$ cat config.mk
export PLATFORM = sky130hd
export DESIGN_NAME = frc_master_counter
export DESIGN_NICKNAME = d
export VERILOG_FILES = /design/src/rtl/frc_pkg.sv /design/src/rtl/frc_regs.sv /design/src/rtl/frc_accum.sv /design/src/rtl/frc_count.sv /design/src/rtl/frc_master_counter.sv
export SDC_FILE = /design/constraint.sdc
export NUM_CORES = 1
export LEC_CHECK = 0
export ABC_AREA = 1
export BUFFER_PORTS_ARGS = -buffer_cell sky130_fd_sc_hd__buf_2
export CAP_MARGIN = 20
export CELL_PAD_IN_SITES_DETAIL_PLACEMENT = 1
export CELL_PAD_IN_SITES_GLOBAL_PLACEMENT = 1
export CORE_ASPECT_RATIO = 0.9
export CORE_MARGIN = 1
export CORE_UTILIZATION = 30
export DETAILED_ROUTE_END_ITERATION = 12
export PLACE_DENSITY = 0.57
export SETUP_SLACK_MARGIN = 0.2
export SLEW_MARGIN = 20
export SYNTH_ARGS = -nofsm -noshare
export SYNTH_HDL_FRONTEND = slang
export SYNTH_SLANG_ARGS = --single-unit
$ cat constraint.sdc
create_clock -name clk_i -period 13.29 [get_ports clk_i]
set_input_delay 2.658 -clock clk_i [delete_from_list [all_inputs] [get_ports clk_i]]
set_output_delay 2.658 -clock clk_i [all_outputs]
set_load 0.01 [all_outputs]
$ cat src/rtl/frc_pkg.sv
package frc_pkg;
  localparam int unsigned OFF_CNT_LO = 32'h00;
  localparam int unsigned OFF_CNT_HI = 32'h04;
  localparam int unsigned OFF_NUM    = 32'h10;
  localparam int unsigned OFF_DEN    = 32'h14;
endpackage

$ cat src/rtl/frc_regs.sv
module frc_regs #(
  parameter int unsigned DATA_W  = 32,
  parameter int unsigned ADDR_W  = 5,
  parameter int unsigned RATIO_W = 12,
  parameter int unsigned CNT_W   = 64,
  parameter int unsigned DEF_NUM = 4,
  parameter int unsigned DEF_DEN = 25
) (
  input  logic               clk_i,
  input  logic               rst_ni,
  input  logic               we_i,
  input  logic               re_i,
  input  logic [ADDR_W-1:0]  addr_i,
  input  logic [DATA_W-1:0]  wdata_i,
  input  logic [CNT_W-1:0]   cnt_i,
  output logic [DATA_W-1:0]  rdata_o,
  output logic [RATIO_W-1:0] stg_num_o,
  output logic [RATIO_W-1:0] stg_den_o,
  output logic               apply_o
);
  import frc_pkg::*;
  localparam int unsigned HI_W = CNT_W - DATA_W;

  logic [DATA_W-1:0] num_q, den_q;
  logic [HI_W-1:0]   shadow_q;
  logic              num_pend_q, den_pend_q;
  logic              sel_lo, sel_hi, sel_num, sel_den;

  assign sel_lo  = addr_i == ADDR_W'(OFF_CNT_LO);
  assign sel_hi  = addr_i == ADDR_W'(OFF_CNT_HI);
  assign sel_num = addr_i == ADDR_W'(OFF_NUM);
  assign sel_den = addr_i == ADDR_W'(OFF_DEN);
  assign apply_o = num_pend_q && den_pend_q;

  always_ff @(posedge clk_i or negedge rst_ni) begin
    if (!rst_ni) begin
      num_q      <= DATA_W'(DEF_NUM);
      den_q      <= DATA_W'(DEF_DEN);
      num_pend_q <= 1'b0;
      den_pend_q <= 1'b0;
      shadow_q   <= '0;
    end else begin
      if (we_i && sel_num) begin
        num_q      <= wdata_i;
        num_pend_q <= 1'b1;
      end else if (apply_o) begin
        num_pend_q <= 1'b0;
      end
      if (we_i && sel_den) begin
        den_q      <= wdata_i;
        den_pend_q <= 1'b1;
      end else if (apply_o) begin
        den_pend_q <= 1'b0;
      end
      if (re_i && sel_lo) shadow_q <= cnt_i[CNT_W-1:DATA_W];
    end
  end

  always_comb begin
    rdata_o = '0;
    if (sel_lo)       rdata_o = cnt_i[DATA_W-1:0];
    else if (sel_hi)  rdata_o = DATA_W'(shadow_q);
    else if (sel_num) rdata_o = num_q;
    else if (sel_den) rdata_o = den_q;
  end

  assign stg_num_o = num_q[RATIO_W-1:0];
  assign stg_den_o = den_q[RATIO_W-1:0];

  // shadow moves only on a low-word read
  a_r7_shadow_hold: assert property (@(posedge clk_i) disable iff (!rst_ni)
    !(re_i && sel_lo) |=> $stable(shadow_q));
endmodule

$ cat src/rtl/frc_accum.sv
module frc_accum #(
  parameter int unsigned RATIO_W = 12,
  parameter int unsigned DEF_NUM = 4,
  parameter int unsigned DEF_DEN = 25
) (
  input  logic               clk_i,
  input  logic               rst_ni,
  input  logic               apply_i,
  input  logic [RATIO_W-1:0] stg_num_i,
  input  logic [RATIO_W-1:0] stg_den_i,
  output logic               inc_o
);
  localparam int unsigned SUM_W = RATIO_W + 1;

  logic [RATIO_W-1:0] act_num_q, act_den_q, acc_q;
  logic [SUM_W-1:0]   sum;
  logic [RATIO_W-1:0] acc_step, acc_next;
  logic               stg_ok;

  assign sum      = {1'b0, acc_q} + {1'b0, act_num_q};
  assign inc_o    = sum >= {1'b0, act_den_q};
  assign acc_step = inc_o ? RATIO_W'(sum - {1'b0, act_den_q}) : RATIO_W'(sum);
  assign stg_ok   = (stg_den_i != '0) && (stg_num_i < stg_den_i);

  always_comb begin
    acc_next = acc_step;
    if (apply_i && stg_ok && acc_step >= stg_den_i) acc_next = stg_den_i - 1'b1;
  end

  always_ff @(posedge clk_i or negedge rst_ni) begin
    if (!rst_ni) begin
      act_num_q <= RATIO_W'(DEF_NUM);
      act_den_q <= RATIO_W'(DEF_DEN);
      acc_q     <= '0;
    end else begin
      acc_q <= acc_next;
      if (apply_i && stg_ok) begin
        act_num_q <= stg_num_i;
        act_den_q <= stg_den_i;
      end
    end
  end

  a_r3_acc_below_den: assert property (@(posedge clk_i) disable iff (!rst_ni)
    acc_q < act_den_q);
  a_r6_ratio_valid: assert property (@(posedge clk_i) disable iff (!rst_ni)
    act_num_q < act_den_q);
  a_r5_ratio_stable: assert property (@(posedge clk_i) disable iff (!rst_ni)
    !apply_i |=> $stable(act_num_q) && $stable(act_den_q));
endmodule

$ cat src/rtl/frc_count.sv
module frc_count #(
  parameter int unsigned     CNT_W   = 64,
  parameter logic [CNT_W-1:0] CNT_RST = '0
) (
  input  logic             clk_i,
  input  logic             rst_ni,
  input  logic             inc_i,
  output logic [CNT_W-1:0] cnt_o
);
  always_ff @(posedge clk_i or negedge rst_ni) begin
    if (!rst_ni)    cnt_o <= CNT_RST;
    else if (inc_i) cnt_o <= cnt_o + 1'b1;
  end

  a_r2_step_le_one: assert property (@(posedge clk_i) disable iff (!rst_ni)
    1'b1 |=> (cnt_o - $past(cnt_o)) <= CNT_W'(1));
endmodule

$ cat src/rtl/frc_master_counter.sv
module frc_master_counter #(
  parameter int unsigned      CNT_W   = 64,
  parameter int unsigned      DATA_W  = 32,
  parameter int unsigned      ADDR_W  = 5,
  parameter int unsigned      RATIO_W = 12,
  parameter int unsigned      DEF_NUM = 4,
  parameter int unsigned      DEF_DEN = 25,
  parameter logic [CNT_W-1:0] CNT_RST = '0
) (
  input  logic              clk_i,
  input  logic              rst_ni,
  input  logic              reg_we_i,
  input  logic              reg_re_i,
  input  logic [ADDR_W-1:0] reg_addr_i,
  input  logic [DATA_W-1:0] reg_wdata_i,
  output logic [DATA_W-1:0] reg_rdata_o,
  output logic [CNT_W-1:0]  count_o
);
  logic [RATIO_W-1:0] stg_num, stg_den;
  logic               apply, inc;

  frc_regs #(
    .DATA_W(DATA_W), .ADDR_W(ADDR_W), .RATIO_W(RATIO_W), .CNT_W(CNT_W),
    .DEF_NUM(DEF_NUM), .DEF_DEN(DEF_DEN)
  ) u_regs (
    .clk_i(clk_i), .rst_ni(rst_ni), .we_i(reg_we_i), .re_i(reg_re_i),
    .addr_i(reg_addr_i), .wdata_i(reg_wdata_i), .cnt_i(count_o),
    .rdata_o(reg_rdata_o), .stg_num_o(stg_num), .stg_den_o(stg_den),
    .apply_o(apply)
  );

  frc_accum #(
    .RATIO_W(RATIO_W), .DEF_NUM(DEF_NUM), .DEF_DEN(DEF_DEN)
  ) u_accum (
    .clk_i(clk_i), .rst_ni(rst_ni), .apply_i(apply),
    .stg_num_i(stg_num), .stg_den_i(stg_den), .inc_o(inc)
  );

  frc_count #(.CNT_W(CNT_W), .CNT_RST(CNT_RST)) u_count (
    .clk_i(clk_i), .rst_ni(rst_ni), .inc_i(inc), .cnt_o(count_o)
  );
endmodule

-- Word level (Yosys, flattened, before mapping)
Cells that the tools add are included.
- flip-flop bits (word level): 198
- output and inout bits: 96
- logic and storage cells: 39
- add/subtract/negate cells: 4
- magnitude comparators: 3
- eq/ne operators: 3
- multiplexer cells: 9
- reduce and logical (&&, ||, !) cells: 11
- operators with widths (operator ; number):
    $mux W32 ; 4
    $add A64 B1 Y64 const B ; 1
    $mux W12 ; 2
    $add A12 B12 Y13 ; 1
    $ge A13 B12 Y1 ; 1
    $ge A12 B12 Y1 ; 1
    $lt A12 B12 Y1 ; 1
    $reduce_bool A12 Y1 ; 1
    $sub A12 B1 Y12 const B ; 1
    $sub A12 B12 Y12 ; 1
    $eq A5 B5 Y1 const B ; 2
    $logic_and A1 B1 Y1 ; 7
    $eq A5 B3 Y1 const B ; 1
    $logic_not A5 Y1 ; 1
    $reduce_bool A2 Y1 ; 2
    $mux W1 ; 3

-- Logic depth before layout (Yosys ltp)
- depth after elaboration: 6
- gate-level depth with buffers: 34

-- Hierarchy
Synthesis repeated with hierarchy kept, for this count alone.
- cell total of the unflattened synthesis: 1790
- area, all modules: 12894.9 um2
- by module, submodules not included (module ; instances ; cells each ; area an instance (um2) ; sequential area each (um2)):
    frc_regs ; 1 ; 741 ; 5380.2 ; 2457.4
    frc_count ; 1 ; 500 ; 3769.9 ; 1601.5
    frc_accum ; 1 ; 549 ; 3744.8 ; 905.9

-- Worst setup path after synthesis
No wires, ideal clock.
- kind: input port to output port
- start point: input port reg_addr_i[1]
- end point: output port reg_rdata_o[10]
- arrival time: 3725 ps
- path slack: 6907 ps
- cell stages on the path: 6
- buffers on the path: 1
- cells stage by stage: nor2_1 > nand3b_1 > nor2_1 > clkbuf_1 > a221oi_1 > o22ai_1
- cells in the longest elaborated chain, start to end: 5
- elaborated cells between the ends (all ways): 8
- those cells by class: 3 x eq/ne; 4 x mux; 1 x reduce/logical
- RTL lines (item ; RTL line ; source):
    from (decl) ; frc_master_counter.sv:14 ; input logic [ADDR_W-1:0] reg_addr_i,
    $eq A5 B5 Y1 ; frc_regs.sv:32 ; assign sel_den = addr_i == ADDR_W'(OFF_DEN);
    $mux W32 ; frc_regs.sv:64 ; else if (sel_den) rdata_o = den_q;
    $mux W32 ; frc_regs.sv:63 ; else if (sel_num) rdata_o = num_q;
    $mux W32 ; frc_regs.sv:62 ; else if (sel_hi) rdata_o = DATA_W'(shadow_q);
    $mux W32 (*) ; frc_regs.sv:61 ; if (sel_lo) rdata_o = cnt_i[DATA_W-1:0];
    to (decl) ; frc_master_counter.sv:16 ; output logic [DATA_W-1:0] reg_rdata_o,
Mark *: on every way between the ends. The rest lies on a longest branch, timed or not.

-- Worst setup path in the final report
- start point: input port reg_addr_i[1]
- end point: output port reg_rdata_o[11]
The elaborated chain is that of the path after synthesis.

==> qor_table.md <==
| Stage | Metric | This run |
|---|---|---|
| yosys | Post-synth ARST share | 1.00 |
| yosys | EDFF count, synth | 0 |
| die | Chip width | 216 um |
| drt | Count of routing violations after the opening detailed-route iteration | 861 |
| finish | Fraction of layout cells with a size suffix above 1 | 0.123 |
| power and ir drop | Post-layout total power | 3.18 mW |
| yosys | Distinct cells, synth | 39 |
| global routing | Via count of the first global-routing pass | 12,000 |
| clock tree | Master cell of the clock root buffer | clkbuf_16 |
| setup path | CP max FO | 33 |
| timing | Max-slew violation count | 0 |
| yosys | Count of warnings emitted by yosys | 0 |
| setup path | Highest-delay cell along the critical path | buf_4 |
| power and ir drop | Worst vdd ir | 0.000187 V |
| drt | Residual antenna-violating net count after detailed routing | 0 |
| drt | DR DRC count | 0 |
| global routing | Met2 track demand over resource in global routing | 0.354 |
| drt | Final routed wire length divided by cell count | 22.1 um |
| die | Placeable core area | 40,600 sq um |
| yosys | Most used DFF post-synth | dfrtp_1 |
| place | Post-DP Area | 13,500 sq um |
| global routing | Routing usage on met3 | 0.0468 |
| flow run | Max-cap violations | 0 |
| setup path | Required time of the critical path | 10.63 ns |
| clock tree | Register clock-pin slew on the reported worst setup and hold paths | 0.08 ns |
| place | Count of buffers from port buffering | 136 |
| global routing | Global routing usage on met1 | 0.388 |
| clock tree | CTS H-Tree Depth | 4 |
| timing | Final total negative setup slack | 0 ns |
| global routing | Total global routing overflow | 0 |
| timing | Slew HR | 0.374 |
| timing | Min Tclk post-route | 7.24 ns |
| clock tree | Clock insertion delay at the later pin of the skew report | 0.47 ns |
| place | Half-perimeter wire length after placement | 40,700 um |
| setup path | CP Buf/Inv Count | 5 |
| die | Number of standard-cell rows in the floorplan | 70 |
| yosys | Post-synth net total | 1,770 |
| power and ir drop | Power per standard cell area | 225 nW/um^2 |
| finish | Number of nets in the layout | 1,874 |
| die | Total die area | 42,000 sq um |
| drt | Drt first pass iters | 5 |
| timing | Final Setup Violations | 0 |
| setup path | Data arrival, critical path | 4.58 ns |
| global routing | Initial antenna violation count | 3 |
| timing | Worst Clk Skew | 0.0135 ns |
| drt | Post-detailed-route via-to-cell ratio | 5.15 |
| power and ir drop | Total leakage power | 6.80 nW |
| yosys | Average cell area after synthesis | 7.38 sq um |
| finish | Leading cell type in the layout, fill and taps excluded | nand2_1 |
| finish | Layout Area Growth over Synthesis | 14.4% |
| yosys | Flip-flop and latch count after synthesis | 198 |
| clock tree | CTS buffer count | 17 |
| die | Top-level I/O count | 137 |
| drt | Total via count in the routed design | 12,000 |
| clock tree | Clock Tree Buf Depth | 2 |
| die | Vertical extent of the die | 195 um |
| clock tree | Clock tree from TritonCTS | done |
| global routing | Largest net degree at the start of global routing | 81 |
| yosys | Seq/Total Area, Yosys | 0.401 |
| setup path | Cell class contributing the biggest share of worst-path delay | buffers and inverters |
| setup path | Cell breakdown of the critical path | buf_2 > nor2_1 > nand3b_1 > nor2_2 > buf_4 > inv_1 > buf_4 > nor2_1 > o22ai_1 > buf_2 |
| place | Pre-CTS setup slack | 6.09 ns |
| timing | Worst setup slack after layout | 6.05 ns |
| finish | Top library cells by usage in the layout, fill and taps aside | 429 x nand2_1, 213 x inv_1, 190 x dfrtp_1, 161 x nor2_1, 151 x o21ai_0 |
| clock tree | Post-CTS Setup Inserts | 0 |
| setup path | Critical path capture point type | output pin |
| finish | Summed area of non-filler cells in the final layout | 14,100 sq um |
| clock tree | CTS-repair resized insts | 0 |
| timing | Share of the clock period used by the worst path after layout | 0.545 |
| drt | Total Routed Length | 51,700 um |
| global routing | Gr usage total | 0.251 |
| clock tree | Hold buffer count at cts | 0 |
| global routing | First-pass GRT wire length | 78,000 um |
| setup path | Biggest cell delay along the critical path | 0.42 ns |
| global routing | GRT Max-Usage Layer | met1 |
| finish | Final core area utilization | 0.348 |
| timing | RSZ-0062 raised after global routing | no |
| place | RePlAce Congestion | 0.963 |
| timing | Least-Margin Pin Slew | 0.938 ns |
| clock tree | Sinks on Clock Net | 198 |
| setup path | Crit Path Category | in2out |
| die | Initial core utilization | 0.304 |
| yosys | Mapped Cells | 1,677 |
| yosys | Cell area after technology mapping | 12,400 sq um |
| min path | Min-delay worst type | reg2reg |
| setup path | Element type at the critical path start | primary input |
| outcome | Outcome | finished clean |
| timing | Max Fclk | 138 MHz |
| timing | Hold Fails Final Rpt | 0 |
[worst paths after layout]
check / slack, ns / end / start / cells past startpoint
max in group asynchronous: 9.00 / u_regs.num_q[9] / rst_ni / 3
hold / removal: 0.47 / u_accum.act_num_q[2] / u_accum.act_num_q[2] / 2
min in group asynchronous: 2.20 / u_count.cnt_o[59] / rst_ni / 1
setup / recovery: 6.05 / reg_rdata_o[11] / reg_addr_i[1] / 10
setup reg to reg: 6.43 / u_accum.acc_q[6] / u_accum.act_num_q[0] / 29
hold reg to reg: 0.47 / u_accum.act_num_q[2] / u_accum.act_num_q[2] / 2
[power breakdown]
part	switching [mW]	internal, mW
Clock	0.277	0.279
Sequential	0.0841	0.701
Combinational	1.26	0.576
Total	1.62	1.56
[metrics by stage]
step	cells	hold WS [ns]
2_1_floorplan	1677	0.445
3_3_place_gp	2302	0.460
3_5_place_dp	2302	0.459
4_1_cts	2334	0.471
5_1_grt	2334	0.508
6_report	2336	0.470
[cell families after synthesis]
kind of cell / synth area share
adder cells (fa/ha/maj): 0.0538
flip-flops: 0.401
XOR/XNOR: 0.0496
buffers and inverters: 0.0899
multiplexers: 0.000910
AND/OR/NAND/NOR: 0.271
AO/OA/AOI/OAI: 0.134
[area by class of cell]
type                       instances  area, sq um
antenna                            2         5.00
clock buffer                      19          453
clock inverter                    13          150
fill                            5077        26500
inverter                         214          803
multi-input combinational       1203         6320
sequential                       198         4960
tap                              540          676
timing repair buffer             147          772
[state kept, by name (all words and copies together) (netlist names), 12 cells and up]
signal and count:
u_accum.acc_q 12, u_accum.act_den_q 12, u_accum.act_num_q 12, u_count.cnt_o 64, u_regs.den_q 32, u_regs.num_q 32
u_regs.shadow_q 32
[cells in the mapped netlist (all sizes together) (2+ instances only)]
cell type | count | share of area
inv | 214 | 0.065
and2 | 11 | 0.0056
nand2 | 436 | 0.13
clkbuf | 44 | 0.014
nor3 | 36 | 0.015
a221oi | 32 | 0.023
o21ai | 186 | 0.080
nand4 | 38 | 0.019
ha | 50 | 0.051
nor2 | 167 | 0.051
nand3b | 4 | 0.0024
dfstp | 8 | 0.017
o21bai | 4 | 0.0024
a21oi | 25 | 0.011
fa | 2 | 0.0032
buf | 18 | 0.011
xor2 | 66 | 0.047
dfrtp | 190 | 0.38
o22ai | 32 | 0.016
nand3 | 104 | 0.043
xnor2 | 4 | 0.0028
[worst min-delay path, delay by kind of cell, from the launching register on]
family | cells | cell delay (ns)
flops | 1 | 0.38
simple gates | 2 | 0.09
[routing by layer]
layer	up-vias	wire length (um)
li1	5679	-
met1	5981	26500
met2	334	21300
met3	46	3030
met4	2	841
met5	-	10
(Power assumes the default switching activity.)
